==> src/rtl/conv_pkg.sv <==
package conv_pkg;

   // Multiplier layout of the term engine.
   //   TERM_SHARED   : one multiplier per `a` sample, the partner chosen by the term index
   //   TERM_PARALLEL : every cross product built at once, the finished term selected after
   typedef enum logic {
      TERM_SHARED   = 1'b0,
      TERM_PARALLEL = 1'b1
   } term_arch_e;

   // Length of the full linear convolution of two n-point sequences.
   function automatic int term_total(input int n);
      return 2 * n - 1;
   endfunction

   // Width of an index able to address every term.
   function automatic int index_width(input int n);
      return (term_total(n) > 1) ? $clog2(term_total(n)) : 1;
   endfunction

endpackage

==> src/rtl/conv_operand_bank.sv <==
module conv_operand_bank #(
   parameter int N = 4,
   parameter int W = 16
) (
   input  logic           clk,
   input  logic           load,
   input  logic [N*W-1:0] a_in,
   input  logic [N*W-1:0] b_in,
   output logic [N*W-1:0] a_q,
   output logic [N*W-1:0] b_q
);

   // Data-only storage: no reset, since the contents are meaningless until a load.
   always_ff @(posedge clk) begin
      if (load) begin
         a_q <= a_in;
         b_q <= b_in;
      end
   end

endmodule

==> src/rtl/conv_term_engine.sv <==
module conv_term_engine
   import conv_pkg::*;
#(
   parameter int         N     = 4,
   parameter int         W     = 16,
   parameter int         OUT_W = 16,
   parameter int         IDX_W = 3,
   parameter term_arch_e ARCH  = TERM_SHARED
) (
   input  logic [N*W-1:0]   a_q,
   input  logic [N*W-1:0]   b_q,
   input  logic [IDX_W-1:0] sel,
   output logic [OUT_W-1:0] term
);

   localparam int TERMS = term_total(N);
   localparam int ACC_W = 2 * W + $clog2(N);

   logic [W-1:0]     a_arr [N];
   logic [W-1:0]     b_arr [N];
   logic [ACC_W-1:0] acc;

   for (genvar i = 0; i < N; i++) begin : g_unpack
      assign a_arr[i] = a_q[i*W +: W];
      assign b_arr[i] = b_q[i*W +: W];
   end

   if (ARCH == TERM_PARALLEL) begin : g_parallel
      // All terms are formed side by side; the index only drives the final mux.
      logic [ACC_W-1:0] sums [TERMS];

      for (genvar k = 0; k < TERMS; k++) begin : g_term
         always_comb begin
            sums[k] = '0;
            for (int i = 0; i < N; i++) begin
               if ((k >= i) && (k - i < N)) begin
                  sums[k] = sums[k] + ACC_W'(a_arr[i]) * ACC_W'(b_arr[k-i]);
               end
            end
         end
      end

      always_comb begin
         acc = '0;
         for (int k = 0; k < TERMS; k++) begin
            if (sel == IDX_W'(k)) acc = sums[k];
         end
      end
   end else begin : g_shared
      // Each a-lane picks the b sample that completes index `sel`, or zero when none does.
      logic [W-1:0] b_pick [N];

      for (genvar i = 0; i < N; i++) begin : g_lane
         always_comb begin
            b_pick[i] = '0;
            for (int j = 0; j < N; j++) begin
               if (sel == IDX_W'(i + j)) b_pick[i] = b_arr[j];
            end
         end
      end

      always_comb begin
         acc = '0;
         for (int i = 0; i < N; i++) begin
            acc = acc + ACC_W'(a_arr[i]) * ACC_W'(b_pick[i]);
         end
      end
   end

   // Wrap-around: keep only the low result bits.
   assign term = acc[OUT_W-1:0];

endmodule

==> src/rtl/conv_seq_ctrl.sv <==
module conv_seq_ctrl #(
   parameter int N     = 4,
   parameter int IDX_W = 3
) (
   input  logic             clk,
   input  logic             rst,
   input  logic             start,
   output logic             accept,
   output logic             busy,
   output logic             emit,
   output logic [IDX_W-1:0] cnt
);

   localparam logic [IDX_W-1:0] LAST_IDX = IDX_W'(2 * N - 2);

   assign accept = start && !busy;
   assign emit   = busy;

   always_ff @(posedge clk) begin
      if (rst) begin
         busy <= 1'b0;
         cnt  <= '0;
      end else if (!busy) begin
         if (start) begin
            busy <= 1'b1;
            cnt  <= '0;
         end
      end else if (cnt == LAST_IDX) begin
         busy <= 1'b0;
         cnt  <= '0;
      end else begin
         cnt <= cnt + 1'b1;
      end
   end

endmodule

==> src/rtl/conv4_unit.sv <==
module conv4_unit
   import conv_pkg::*;
#(
   parameter int         N      = 4,
   parameter int         DATA_W = 16,
   parameter int         OUT_W  = 16,
   parameter term_arch_e ARCH   = TERM_SHARED,
   localparam int        IDX_W  = index_width(N)
) (
   input  logic                clk,
   input  logic                rst,
   input  logic                start,
   input  logic [N*DATA_W-1:0] a_vec,
   input  logic [N*DATA_W-1:0] b_vec,
   output logic                busy,
   output logic                wb_valid,
   output logic [IDX_W-1:0]    wb_idx,
   output logic [OUT_W-1:0]    wb_data,
   output logic                done
);

   localparam int               ACC_W    = 2 * DATA_W + $clog2(N);
   localparam logic [IDX_W-1:0] LAST_IDX = IDX_W'(2 * N - 2);

   if (N < 2) begin : g_bad_points
      $error("conv4_unit: N must be at least 2");
   end
   if (DATA_W < 1) begin : g_bad_width
      $error("conv4_unit: DATA_W must be positive");
   end
   if ((OUT_W < 1) || (OUT_W > ACC_W)) begin : g_bad_out
      $error("conv4_unit: OUT_W must lie in 1..2*DATA_W+clog2(N)");
   end

   logic                accept;
   logic                emit;
   logic [IDX_W-1:0]    cnt;
   logic [N*DATA_W-1:0] a_q;
   logic [N*DATA_W-1:0] b_q;
   logic [OUT_W-1:0]    term;

   conv_seq_ctrl #(
      .N     (N),
      .IDX_W (IDX_W)
   ) u_ctrl (
      .clk    (clk),
      .rst    (rst),
      .start  (start),
      .accept (accept),
      .busy   (busy),
      .emit   (emit),
      .cnt    (cnt)
   );

   conv_operand_bank #(
      .N (N),
      .W (DATA_W)
   ) u_bank (
      .clk  (clk),
      .load (accept),
      .a_in (a_vec),
      .b_in (b_vec),
      .a_q  (a_q),
      .b_q  (b_q)
   );

   conv_term_engine #(
      .N     (N),
      .W     (DATA_W),
      .OUT_W (OUT_W),
      .IDX_W (IDX_W),
      .ARCH  (ARCH)
   ) u_engine (
      .a_q  (a_q),
      .b_q  (b_q),
      .sel  (cnt),
      .term (term)
   );

   // Registered write-back port: the outputs are stable for the full cycle.
   always_ff @(posedge clk) begin
      if (rst) begin
         wb_valid <= 1'b0;
         wb_idx   <= '0;
         wb_data  <= '0;
         done     <= 1'b0;
      end else begin
         wb_valid <= emit;
         done     <= wb_valid && (wb_idx == LAST_IDX);
         if (emit) begin
            wb_idx  <= cnt;
            wb_data <= term;
         end
      end
   end

endmodule

==> config.mk <==
export PLATFORM = sky130hd
export DESIGN_NAME = conv4_unit
export DESIGN_NICKNAME = d
export VERILOG_FILES = /design/src/rtl/conv_pkg.sv /design/src/rtl/conv_operand_bank.sv /design/src/rtl/conv_term_engine.sv /design/src/rtl/conv_seq_ctrl.sv /design/src/rtl/conv4_unit.sv
export SDC_FILE = /design/constraint.sdc
export NUM_CORES = 1
export LEC_CHECK = 0
export BUFFER_PORTS_ARGS = -buffer_cell sky130_fd_sc_hd__buf_2
export CORE_AREA = 2 2 247 249
export DETAILED_ROUTE_END_ITERATION = 16
export DIE_AREA = 0 0 249 251
export PLACE_DENSITY = 0.65
export SYNTH_ARGS = -nofsm -noshare
export SYNTH_HDL_FRONTEND = slang
export SYNTH_SLANG_ARGS = --single-unit
==> constraint.sdc <==
create_clock -name clk -period 11.2 [get_ports clk]
set_input_delay 1.12 -clock clk [delete_from_list [all_inputs] [get_ports clk]]
set_output_delay 1.12 -clock clk [all_outputs]
set_load 0.02 [all_outputs]
==> results.md <==
- The run finished with clean final reports.
- The count of input and output buffers is 152.
- The relative slew slack is 22.0%.
- In this run the standard cell core region covers 59800 sq um.
- Along the worst path, the maximum fanout reaches 50.
- The most common cell in the synthesized netlist is inv_1.
- The number of cells on the worst hold path is 2.
- The number of cell instances on the worst register-to-register path is 33.
- The final critical-path share of the clock period is 92.1%.
- After synthesis the netlist holds a flip-flop and latch count of 153.
- The iteration-0 DRC count of the detailed router is 1201.
- The count of yosys warnings during synthesis is 0.
- Of the cells placed in the final design, the portion with a size suffix greater than 1 is 10.0%.
- The total die area is 62500 sq um.
- In this run the biggest area consumer among cell types represents 33.0% of the synthesized area.
- The maximum level of the CTS H-tree is 4.
- The primary flip-flop cell chosen by synthesis mapping is edfxtp_1.
- In this design, the stage delay of the slowest critical-path cell is 940 ps.
- A synthesized cell averages 9.83 sq um.
- The number of vias in the routed layout is 17000.
- The number of buffers inserted during clock tree synthesis is 17.
- The number of flops mapped to enable cells by yosys is 128.
- The number of vias per cell is 5.15.
- The capturing element of the worst setup path is wb_data[15].
- TritonCTS built the clock tree.
- The arrival time of the worst setup path is 10680 ps.
- The number of global-route vias before repair was 18400.
- On the final layout, the worst clock skew is 26.1 ps.
- The routability-driven placement congestion ratio is 0.966.
- The power density of the placed cells is 259 nW/um^2.
- The clock latency at the later pin of the worst-skew pair is 490 ps.
- The total congestion overflow is 0.
- STA classifies the critical path startpoint as a register.
- The die outline width is 249 um.
- The antenna violation net count after detailed routing is 0.
- The peak supply drop is 614 uV.
- The commonest cells after synthesis are 511 x inv_1, 390 x fa_1, 266 x nand2_1.
- Across all register-to-register paths, the minimum setup slack is 880 ps.
- The first global-routing pass estimated 112000 um of wire.
- The post-synthesis adder-cell area fraction is 42.6%.
- Synthesis produced a netlist with a net count of 3110.
- The post-route setup TNS is 0 ps.
- The number of I/O pins is 153.
- The total number of placement rows is 90.
- The fraction of synthesized area in multiplexers is 1.50%.
- The dominant combinational cell family by area after synthesis is adder cells.
- The number of antenna diodes in the final layout is 0.
- Sequential cells were found to cover 18.4% of the synthesized design area.
- The number of buffers inserted to repair setup after CTS is 0.
- The floorplan step set the die height to 251 um.
- The clock drives 153 sinks.
- The starting utilization of the core area is 39.6%.
- The unique cell type count in the Yosys netlist is 74.
- The cts-stage hold buffer count is 0.
- Summed over all instances, the cell type with the most area after synthesis is fa_1.
- Entering global routing, the biggest net connects 77 pins.
- The reported leakage power is 12.0 nW.
- The number of optimization iterations in the first detailed-route pass is 6.
- The endpoint identified for the worst register-to-register timing path is wb_data[15].
- After Yosys synthesis, XOR and XNOR cells account for 5.33% of the synthesized area.
- The category of the critical setup timing path is register to register.
- The synthesized netlist occupies a cell area of 23700 sq um.
- For this run, the total global-route usage over all layers was measured as 24.0%.
- The critical path's most frequent cell is fa_1.
- The overall power after layout is 6.68 mW.
- The growth of design area from synthesis to finish is 8.98%.
- The count of final hold-check violations is 0.
- Summing the areas of all and, or, nand and nor instances in the mapped netlist gives 16.0% of the synthesized area.
- The maximum clock insertion buffer count is 2.
- The start point of the critical path is u_ctrl.cnt[0].
- Across the run, the number of max-cap violations was 0.
- After synthesis, the share of flip-flops with an asynchronous set or reset is 0%.
- The source of the worst register-to-register timing path is u_ctrl.cnt[0].
- Clock-pin slew was measured on the worst setup and hold paths at 70 ps.
- After detailed routing, the average wire length per cell comes to 22.1 um.
- The peak clock frequency supported by timing is 0.0969 GHz.
- The detailed-placement wirelength estimate is 60600 um.
- STA classifies the critical path endpoint as a register.
- The number of antenna violations at the first check in global routing is 2.
- For this block, the routed nets add up to 73200 um of wire.
- The transition time of the tightest slew-check pin is 1160 ps.
- The number of gates resized after CTS is 0.
- The worst min-delay path class is register to register.
- At the worst endpoint, the required time is 11550 ps.
- The max-slew violation count is 0.
- The share of the synthesized area in compound gates (AO/OA/AOI/OAI) is 5.82%.
- The gate count after technology mapping is 2408.
- The largest individual stage delay along the critical path comes from the cell a2bb2oi_1.
- Sorting the synthesized cells by area gives the leading types as fa_1 33%, edfxtp_1 16%, ha_1 9.6%.
- The cell at the root of the clock tree is clkbuf_16.
- The setup violation total in the final timing report is 0.
- After detailed routing, the number of remaining DRC violations is 0.
- At the end of the flow, the number of nets in the layout was 3217.
- Setup repair after global routing left no endpoint under its margin.
- The post-route minimum period is 10320 ps.
==> per-layer routing <==
layer / share of wire (%) / GRT usage [%] / vias to the layer above
met5: 0 / 0 / -
met4: 5.1 / 12.1 / 0
met3: 5.5 / 3.64 / 142
met2: 49 / 41.3 / 606
met1: 40 / 29.5 / 8682
li1: - / - / 7603
==> final cells by class <==
cell class,instances,area [sq um]
repair buffers,192,1090
well taps,782,978
multi-input cells,1640,16900
flip-flops and latches,153,4350
clock inverters,13,169
inverters,511,1920
clock buffers,18,429
fillers,5705,34000
==> worst max-delay path, delay by kind of cell, from the launching register on <==
kind | cells | cell delay [ps]
XOR/XNOR | 10 | 2060
AO/OA/AOI/OAI | 1 | 940
adder cells (fa/ha/maj) | 11 | 5290
AND/OR/NAND/NOR | 4 | 790
flip-flops | 1 | 350
buffers and inverters | 6 | 620
multiplexers | 1 | 140
==> worst min path at each step <==
stage	from	endpoint	slack [ps]
2_1_floorplan	wb_valid	done	550
3_3_place_gp	wb_valid	done	450
3_5_place_dp	wb_valid	done	460
4_1_cts	wb_valid	done	470
5_1_grt	wb_valid	done	490
6_report	wb_valid	done	470
==> placed cells by master, fill, tap and decap left out, drive strengths merged, types with 8 or more instances in the layout <==
master	count
a22oi	14
xnor2	99
a22o	9
buf	192
nor2	68
mux2i	31
fa	390
o21ai	39
inv	515
nand3	12
a21oi	40
clkbuf	18
and2	250
xnor3	11
dfxtp	25
a311oi	11
a31oi	9
nand2	266
xor2	14
edfxtp	128
nor4bb	13
o2bb2ai	8
nor2b	56
o21bai	9
ha	181
nand2b	23
==> sequential cells by signal, summed over array words and instances, names as in the netlist <==
register / flops
u_bank.a_q: 64
u_bank.b_q: 64
wb_data: 16
u_ctrl.cnt: 3
wb_idx: 3
done: 1
u_ctrl.busy: 1
wb_valid: 1
==> power breakdown <==
group	internal [mW]	switching (mW)
clock network	0.351	0.261
logic	2.37	2.94
registers	0.678	0.0760
==> stage by stage <==
step	std cells	utilization, %	hold WS, ps	setup WS (ps)	instance area [sq um]
2_1_floorplan	2408	-	548	1550	23700
3_3_place_gp	3277	42.1	450	1030	25200
3_5_place_dp	3278	42.1	464	739	25200
4_1_cts	3309	43.1	473	729	25800
5_1_grt	3309	43.1	491	406	25800
6_report	3309	43.1	472	880	25800
==> logic make-up after synthesis <==
group,count (synthesis)
compound gates,191
xor+xnor,125
fa+ha+maj,571
buf+inv,615
flops,153
mux,35
simple gates,718
Note: power is estimated with default switching activity, not from simulation.
